===== src/rtl/stp_pkg.sv =====
package stp_pkg;

    typedef enum logic [1:0] {
        QUAD_1 = 2'd0,
        QUAD_2 = 2'd1,
        QUAD_3 = 2'd2,
        QUAD_4 = 2'd3
    } quad_e;

    typedef struct packed {
        logic       all_pins;
        logic [1:0] rsvd;
        logic       xfer_en;
        logic       cos_add;
        logic       sin_add;
        quad_e      quad;
    } ctrl_t;

    typedef struct packed {
        logic sin_pos;
        logic sin_neg;
        logic cos_pos;
        logic cos_neg;
    } pins_t;

    localparam int N_SIDES  = 2;
    localparam int SIDE_SIN = 0;
    localparam int SIDE_COS = 1;

    // Writable bits of the control register; bits 6 and 5 stay zero.
    localparam logic [7:0] CTRL_WR_MASK = 8'h9F;

    function automatic pins_t route_pins(logic all_pins, quad_e q,
                                         logic s_lvl, logic c_lvl);
        pins_t p;
        p = '0;
        if (all_pins) begin
            p.sin_pos = s_lvl;
            p.sin_neg = s_lvl;
            p.cos_pos = c_lvl;
            p.cos_neg = c_lvl;
        end else begin
            case (q)
                QUAD_1: begin p.sin_pos = s_lvl; p.cos_pos = c_lvl; end
                QUAD_2: begin p.sin_pos = s_lvl; p.cos_neg = c_lvl; end
                QUAD_3: begin p.sin_neg = s_lvl; p.cos_neg = c_lvl; end
                default: begin p.sin_neg = s_lvl; p.cos_pos = c_lvl; end
            endcase
        end
        return p;
    endfunction

endpackage


===== src/rtl/stp_ctrl_reg.sv =====
module stp_ctrl_reg
    import stp_pkg::*;
(
    input  logic       clk,
    input  logic       rst,
    input  logic       wr_en,
    input  logic [7:0] wr_data,
    input  logic       any_ovf,
    output ctrl_t      ctrl_q
);

    always_ff @(posedge clk) begin
        if (rst) begin
            ctrl_q <= '0;
        end else if (wr_en) begin
            ctrl_q <= ctrl_t'(wr_data & CTRL_WR_MASK);
        end else if (any_ovf && ctrl_q.xfer_en) begin
            ctrl_q.xfer_en <= 1'b0;
        end
    end


    ten_clear_chk: assert property (@(posedge clk) disable iff (rst)
        (!wr_en && any_ovf && ctrl_q.xfer_en) |=> !ctrl_q.xfer_en);


    wr_wins_chk: assert property (@(posedge clk) disable iff (rst)
        wr_en |=> (ctrl_q == ctrl_t'($past(wr_data) & CTRL_WR_MASK)));

endmodule


===== src/rtl/stp_cmp_buf.sv =====
module stp_cmp_buf #(
    parameter int W = 16
) (
    input  logic         clk,
    input  logic         rst,
    input  logic         wr_en,
    input  logic [W-1:0] wr_data,
    input  logic         xfer_en,
    input  logic         ovf,
    output logic [W-1:0] slave_q
);

    logic [W-1:0] master_q;
    logic         commit;

    assign commit = xfer_en && ovf;

    always_ff @(posedge clk) begin
        if (rst) begin
            master_q <= '0;
        end else if (wr_en) begin
            master_q <= wr_data;
        end
    end

    always_ff @(posedge clk) begin
        if (rst) begin
            slave_q <= '0;
        end else if (commit) begin
            slave_q <= master_q;
        end
    end


    copy_chk: assert property (@(posedge clk) disable iff (rst)
        (xfer_en && ovf) |=> (slave_q == $past(master_q)));


    hold_chk: assert property (@(posedge clk) disable iff (rst)
        !(xfer_en && ovf) |=> $stable(slave_q));

endmodule


===== src/rtl/stp_pwm_gen.sv =====
module stp_pwm_gen #(
    parameter int W = 16
) (
    input  logic [W-1:0] cnt,
    input  logic [W-1:0] cmp,
    input  logic         add_one,
    output logic         level
);

    always_comb begin
        if (add_one) begin
            level = (cnt <= cmp);
        end else begin
            level = (cnt < cmp);
        end
    end

endmodule


===== src/rtl/stp_pin_router.sv =====
module stp_pin_router
    import stp_pkg::*;
(
    input  logic  clk,
    input  logic  rst,
    input  logic  all_pins,
    input  quad_e quad,
    input  logic  sin_lvl,
    input  logic  cos_lvl,
    output pins_t pins_q
);

    always_ff @(posedge clk) begin
        if (rst) begin
            pins_q <= '0;
        end else begin
            pins_q <= route_pins(all_pins, quad, sin_lvl, cos_lvl);
        end
    end


    allpin_pair_chk: assert property (@(posedge clk) disable iff (rst)
        all_pins |=> (pins_q.sin_pos == pins_q.sin_neg) &&
                     (pins_q.cos_pos == pins_q.cos_neg));


    quad_excl_chk: assert property (@(posedge clk) disable iff (rst)
        !all_pins |=> !(pins_q.sin_pos && pins_q.sin_neg) &&
                      !(pins_q.cos_pos && pins_q.cos_neg));


    quiet_chk: assert property (@(posedge clk) disable iff (rst)
        (!sin_lvl && !cos_lvl) |=> ($countones(pins_q) == 0));

endmodule


===== src/rtl/stp_pwm_stage.sv =====
module stp_pwm_stage
    import stp_pkg::*;
#(
    parameter int CNT_W = 16
) (
    input  logic             clk,
    input  logic             rst,
    input  logic             ctrl_wr_en,
    input  logic [7:0]       ctrl_wr_data,
    output logic [7:0]       ctrl_rd_data,
    input  logic             sin_cmp_wr_en,
    input  logic             cos_cmp_wr_en,
    input  logic [CNT_W-1:0] cmp_wr_data,
    input  logic [CNT_W-1:0] tmr0_cnt,
    input  logic             tmr0_ovf,
    input  logic [CNT_W-1:0] tmr1_cnt,
    input  logic             tmr1_ovf,
    output logic             pin_sin_pos,
    output logic             pin_sin_neg,
    output logic             pin_cos_pos,
    output logic             pin_cos_neg
);

    ctrl_t            ctrl_q;
    pins_t            pins_q;
    logic             any_ovf;
    logic [CNT_W-1:0] cnt_s   [N_SIDES];
    logic [CNT_W-1:0] slave_s [N_SIDES];
    logic             ovf_s   [N_SIDES];
    logic             we_s    [N_SIDES];
    logic             add_s   [N_SIDES];
    logic             lvl_s   [N_SIDES];

    assign any_ovf = tmr0_ovf | tmr1_ovf;

    assign cnt_s[SIDE_SIN] = tmr0_cnt;
    assign cnt_s[SIDE_COS] = tmr1_cnt;
    assign ovf_s[SIDE_SIN] = tmr0_ovf;
    assign ovf_s[SIDE_COS] = tmr1_ovf;
    assign we_s[SIDE_SIN]  = sin_cmp_wr_en;
    assign we_s[SIDE_COS]  = cos_cmp_wr_en;
    assign add_s[SIDE_SIN] = ctrl_q.sin_add;
    assign add_s[SIDE_COS] = ctrl_q.cos_add;

    stp_ctrl_reg u_ctrl (
        .clk     (clk),
        .rst     (rst),
        .wr_en   (ctrl_wr_en),
        .wr_data (ctrl_wr_data),
        .any_ovf (any_ovf),
        .ctrl_q  (ctrl_q)
    );

    for (genvar i = 0; i < N_SIDES; i++) begin : g_side
        stp_cmp_buf #(.W(CNT_W)) u_buf (
            .clk     (clk),
            .rst     (rst),
            .wr_en   (we_s[i]),
            .wr_data (cmp_wr_data),
            .xfer_en (ctrl_q.xfer_en),
            .ovf     (ovf_s[i]),
            .slave_q (slave_s[i])
        );

        stp_pwm_gen #(.W(CNT_W)) u_pwm (
            .cnt     (cnt_s[i]),
            .cmp     (slave_s[i]),
            .add_one (add_s[i]),
            .level   (lvl_s[i])
        );
    end

    stp_pin_router u_route (
        .clk      (clk),
        .rst      (rst),
        .all_pins (ctrl_q.all_pins),
        .quad     (ctrl_q.quad),
        .sin_lvl  (lvl_s[SIDE_SIN]),
        .cos_lvl  (lvl_s[SIDE_COS]),
        .pins_q   (pins_q)
    );

    assign ctrl_rd_data = ctrl_q;
    assign pin_sin_pos  = pins_q.sin_pos;
    assign pin_sin_neg  = pins_q.sin_neg;
    assign pin_cos_pos  = pins_q.cos_pos;
    assign pin_cos_neg  = pins_q.cos_neg;

endmodule


===== config.mk =====
export PLATFORM = sky130hd
export DESIGN_NAME = stp_pwm_stage
export DESIGN_NICKNAME = d
export VERILOG_FILES = /design/src/rtl/stp_pkg.sv /design/src/rtl/stp_ctrl_reg.sv /design/src/rtl/stp_cmp_buf.sv /design/src/rtl/stp_pwm_gen.sv /design/src/rtl/stp_pin_router.sv /design/src/rtl/stp_pwm_stage.sv
export SDC_FILE = /design/constraint.sdc
export NUM_CORES = 1
export LEC_CHECK = 0
export BUFFER_PORTS_ARGS = -buffer_cell sky130_fd_sc_hd__buf_2
export CORE_MARGIN = 2
export CORE_UTILIZATION = 49
export DETAILED_ROUTE_END_ITERATION = 10
export MAX_ROUTING_LAYER = met4
export PLACE_DENSITY_LB_ADDON = 0.25
export SYNTH_ARGS = -nofsm -noshare
export SYNTH_HDL_FRONTEND = slang
export SYNTH_SLANG_ARGS = --single-unit
export TNS_END_PERCENT = 30

===== constraint.sdc =====
create_clock -name clk -period 1.6 [get_ports clk]
set_clock_uncertainty 0.1 [all_clocks]
set_input_delay 0.08 -clock clk [delete_from_list [all_inputs] [get_ports clk]]
set_output_delay 0.08 -clock clk [all_outputs]
set_load 0.01 [all_outputs]

### Yosys cells after proc, flatten, opt, wreduce, memory -nomap -nowiden

Index checks and enable logic that the tools add are counted.

| storage, ports and cells | value |
|---|---|
| register bits after elaboration | 74 |
| input bits | 63 |
| output and inout port bits | 12 |
| word-level logic and storage cells | 36 |

| cells by class | value |
|---|---|
| order comparisons | 4 |
| eq/ne operators | 2 |
| mux-type cells | 9 |
| bitwise gates (word level) | 1 |
| reductions and logical operators | 7 |

Operator list:

| operator | count |
|---|---|
| 16-bit <= comparator | 2 |
| 16-bit less-than comparator | 2 |
| 1-bit 2-to-1 mux | 8 |
| 4-bit 2-to-1 mux | 1 |
| 2-bit OR reduction | 2 |
| 1-bit logical AND | 3 |
| 2-bit by 1-bit == test with 1-bit output, second input constant | 1 |
| 2-bit == test, second input constant | 1 |
| 2-bit zero test | 1 |
| 2-bit nonzero test | 1 |
| 1-bit OR | 1 |

### Depth between registers and ports, before layout

| logic depth | value |
|---|---|
| depth after elaboration | 4 |
| depth in mapped cells | 7 |
| depth with buffers taken out | 7 |

### By module

Synthesis repeated with hierarchy kept, for this count alone.

| second synthesis, totals | value |
|---|---|
| cells, all modules | 399 |
| area, all modules | 3905.0 µm² |

Modules (own cells, without submodules):

| module | times used | cells each | area each (µm²) | seq. area each (µm²) |
|---|---|---|---|---|
| stp_cmp_buf | 2 | 123 | 1342.5 | 640.6 |
| stp_pwm_gen | 2 | 56 | 406.6 | 0.0 |
| stp_ctrl_reg | 1 | 23 | 236.5 | 120.1 |
| stp_pin_router | 1 | 17 | 163.9 | 80.1 |
| stp_pwm_stage | 1 | 1 | 6.3 | 0.0 |

### Least setup slack after synthesis

Ideal clock, no wire load.

| timing | value |
|---|---|
| path type | reg-to-reg |
| from | register g_side[1].u_buf.slave_q[15] |
| to | register, netlist name u_route.pins_q[1] |
| library setup time | 0.123 ns |
| arrival time | 1.391 ns |
| data required time | 1.377 ns |
| path slack | -0.013 ns |
| cell stages (with the launch flop) | 7 |
| path buffers | 0 |
| clock period less this slack | 1.613 ns |
| cell sequence | dfxtp_1 > inv_1 > ha_1 > nand4_1 > a2111o_1 > a31oi_1 > a21oi_1 |

| between the ends | value |
|---|---|
| cells in the longest elaborated chain, start to end | 4 |
| elaborated cells between the ends (all ways) | 5 |
| those cells by class | order compare: 2; mux: 3 |

Ends and longest elaborated chain:

| what | RTL line | RTL |
|---|---|---|
| from (decl) | stp_cmp_buf.sv:10 | `output logic [W-1:0] slave_q` |
| from (signal assigned) | stp_cmp_buf.sv:30 | `slave_q <= master_q;` |
| 16-bit less-than comparator / 16-bit <= comparator (equally long branches) | stp_pwm_gen.sv:14, stp_pwm_gen.sv:12 |  |
| 1-bit 2-to-1 mux (*) | stp_pwm_gen.sv:11 | `if (add_one) begin` |
| 1-bit 2-to-1 mux | stp_pkg.sv:43 | `case (q)` |
| 4-bit 2-to-1 mux (*) | stp_pkg.sv:37 | `if (all_pins) begin` |

Mark *: on every way between the ends. The rest lies on a longest branch, timed or not.
A chain may end at the register's enable or synchronous reset.

### Worst setup path after layout

| timing | value |
|---|---|
| from | register g_side[1].u_buf.slave_q[1] |
| to | register, netlist name u_route.pins_q[1] |

| between the ends | value |
|---|---|
| cells in the longest elaborated chain, start to end | 4 |
| elaborated cells between the ends (all ways) | 5 |
| those cells by class | order compare: 2; mux: 3 |

Ends and longest elaborated chain:

| what | RTL line |
|---|---|
| 16-bit less-than comparator / 16-bit <= comparator (equally long branches) | stp_pwm_gen.sv:14, stp_pwm_gen.sv:12 |
| 1-bit 2-to-1 mux (*) | stp_pwm_gen.sv:11 |
| 1-bit 2-to-1 mux | stp_pkg.sv:43 |
| 4-bit 2-to-1 mux (*) | stp_pkg.sv:37 |

Marked as above.

==> flow_results.org <==
** Clock network
- CTS max path bufs :: 2
- TritonCTS clock tree :: yes
- Number of levels the H-tree was split into :: 3
- The clock drives 74 sinks.
- The clock reaches the later pin of the worst-skew pair after 0.35 ns.
- CTS placed an instance of clkbuf_8 at the clock tree root.
- Clock slew at reported path FFs :: about 0.080 ns
- Number of buffers created by CTS :: 9

** Finish
- Summing all multi-input logic gate instances after layout gives about 1900 um2.
- In the layout the commonest cells are nand2_1 (72), buf_2 (70), dfxtp_1 (64).
- In the final design database the tool counted roughly 590 nets.
- Share of cells above drive strength 1 :: between 20% and 30%
- For this run, the number of standard cells in the final layout without fillers is 596.
- Commonest non-fill, non-tap cell in the layout :: nand2_1
- Final-layout fill cell count :: 551
- From synthesis to final layout, the design area changed by 33.0%.
- Summing all flip-flop and latch instances after layout gives 1490 um2.
- After routing the design area is about 4600 um2.
- Number of antenna cells inserted :: 0

** STA
- Max Slew Vio Count :: 0
- Final hold vios :: 0
- Tmin final :: 1.74 ns
- Worst setup slack after layout :: -0.145 ns
- Setup total negative slack on the finished layout was measured at -0.312 ns.
- Setup repair after global routing missed its margin :: yes
- At the pin with the least slew margin, the transition time is 0.570 ns.
- FMAX :: 573 MHz
- Crit share post-route :: 109%
- Slew headroom :: between 60% and 70%
- Number of failing setup endpoints in the final timing report :: 4

** Global routing
- Via count of the first global-routing pass :: 2,947
- Aggregate global routing overflow :: 0
- Global-route wire length before repair :: 12,900 um
- Pin count of the biggest net entering global routing :: 30
- Overall Global Routing Usage :: between 20% and 30%
- The number of antenna violations at the first check in global routing is 0.

** Synth
- The average instance in the mapped netlist occupies 8.57 um2.
- During synthesis, Yosys emitted a total of 0 warnings.
- Counting distinct cell types in the post-synthesis netlist gives 31.
- The synthesized design contains 0 enable-type register cells.
- For this run, the leading register cell type out of synthesis is dfxtp_1.
- Count of state elements after synthesis :: 74
- After synthesis, flip-flops and latches occupy between 40 and 50% of the total area.
- Fraction of registers with async set or reset after synthesis :: 0%
- Synthesis handed over a netlist of 403 instances.
- The mapped netlist covers 3450 um2.

** Power
- Across the VDD grid, the largest voltage drop is 0.745 mV.
- In this run the static leakage power is between 0.0015 and 0.002 uW.
- Total power :: 4450 uW
- Power per Cell Area :: around 970 nW/um2

** Status
- Failing checks :: setup timing
- The flow ran to the end, but the final reports show violations.

** Floorplanning
- Once the floorplan was initialized, standard cells occupied slightly above 50% of the core.
- 75 I/O pins were placed.
- Width of the die :: 88.0 um
- Row count :: 30
- The die is 88.0 um tall.
- In this run the standard cell core region covers 6790 um2.
- Die Outline Area :: 7740 um2

** Route
- The first TritonRoute pass finished after 4 iterations.
- Via-to-Cell Ratio :: approximately 5.0
- Remaining design rule violation count :: 0
- Summed over all layers, the routed wires come to 8230 um.
- In the final routed layout, each cell accounts on average for between 10 and 15 um.
- The routed layout has around 3,000 vias.
- Number of nets with antenna violations after detailed routing :: 0
- Detailed router's first-iteration violation count :: approximately 110

** Placed design
- Routability-driven placement finished with a final weighted congestion of approximately 0.83.
- Port buffering added 70 buffers.
- Total placed cells including tap cells :: 553
- HPWL after detailed placement :: 5460 um
- Summing all placed instances gives a cell area of around 3900 um2.

** Critical path
- Worst EP required :: 1.74 ns
- Arrival time worst endpoint :: 1.89 ns
- Crit-path max FO :: 2
- Type of element capturing the critical path :: register
- STA classifies the critical path startpoint as a register.
- CP Class :: register to register

** Run
- Number of violations of the max-capacitance limit :: 0

** Min path
- Worst hold path class :: primary input to register
[state kept, by name, indices dropped and copies added, names as in the netlist]
signal,cells
u_route.pins_q,4
u_ctrl.ctrl_q,6
g_side.u_buf.slave_q,32
g_side.u_buf.master_q,32
[cells by family after synthesis]
family / after synthesis / share of synthesized area [%]
buffers and inverters: 60 / 7.61
AO/OA/AOI/OAI: 61 / 10.0
AND/OR/NAND/NOR: 136 / 16.3
adder cells (fa/ha/maj): 34 / 12.3
multiplexers: 37 / 10.7
flip-flops: 74 / 42.9
other: 1 / 0.109
[Yosys cell counts, types with 3 or more instances]
cell,number,area [um2]
buf_2,6,30.0
nand2_1,73,274
ha_1,34,425
a211oi_1,3,22.5
buf_4,6,45.0
dfxtp_1,74,1480
mux2i_1,37,370
nor2_1,44,165
a21oi_1,46,230
nand4_1,6,37.5
clkbuf_1,12,45.0
inv_1,35,131
[worst max-delay path, cell delays in order, from the launching register on]
cell,delay [ns]
dfxtp_2,0.34
inv_2,0.05
ha_4,0.25
nor2b_4,0.12
o211ai_1,0.09
a2111o_1,0.41
a31oi_4,0.22
a21oi_1,0.05
[routing by layer]
layer	part of all wire (%)	global-route usage, %	vias to the layer above
li1	-	-	1515
met1	42	24.8	1382
met2	52	39.1	77
met3	4.8	6.88	13
met4	1.5	4.90	0
met5	0	-	-
[final cells by class]
| cell class | instances | area share [%] |
|---|---|---|
| flip-flops and latches | 74 | 32.5 |
| clock buffers | 12 | 3.59 |
| multi-input cells | 270 | 41.2 |
| inverters | 35 | 2.86 |
| clock inverters | 4 | 2.61 |
| repair buffers | 105 | 14.6 |
| well taps | 96 | 2.61 |
[power by group]
group          total [uW]  switching [uW]  internal, uW  leakage (uW)
Sequential           1950            39.5          1910      0.000610
Combinational         511             257           254       0.00119
Clock                1990             670          1320      0.000143
Total                4450             966          3490       0.00195
[path summary, 6_finish.rpt]
kind	start	endpoint	slack (ns)	cells past startpoint
worst max-delay path	g_side[1].u_buf.slave_q[1]	u_route.pins_q[1]	-0.14	7
worst min-delay path	ctrl_wr_en	u_ctrl.ctrl_q[3]	0.03	3
worst max register to register	g_side[1].u_buf.slave_q[1]	u_route.pins_q[1]	-0.14	7
worst min register to register	g_side[1].u_buf.master_q[3]	g_side[1].u_buf.slave_q[3]	0.34	2
[per-stage QoR]
stage | util, % | hold slack, ns | setup WS [ns]
detailed placement | 56.8 | 0.221 | -0.223
global placement | 56.8 | 0.214 | -0.174
finish | 67.6 | 0.0298 | -0.145
floorplan | - | 0.125 | -0.0122
global route | 67.6 | 0.0404 | -0.185
CTS | 66.7 | 0.0100 | -0.117
[timing repair]
action,4_1_cts,5_1_grt
hold endpoints to repair,38,0
pin swaps,19,8
endpoints found under the setup margin,4,5
hold buffers,23,0
setup buffers,3,1
resized for setup,25,14
Power figures use the tool's default switching activity.
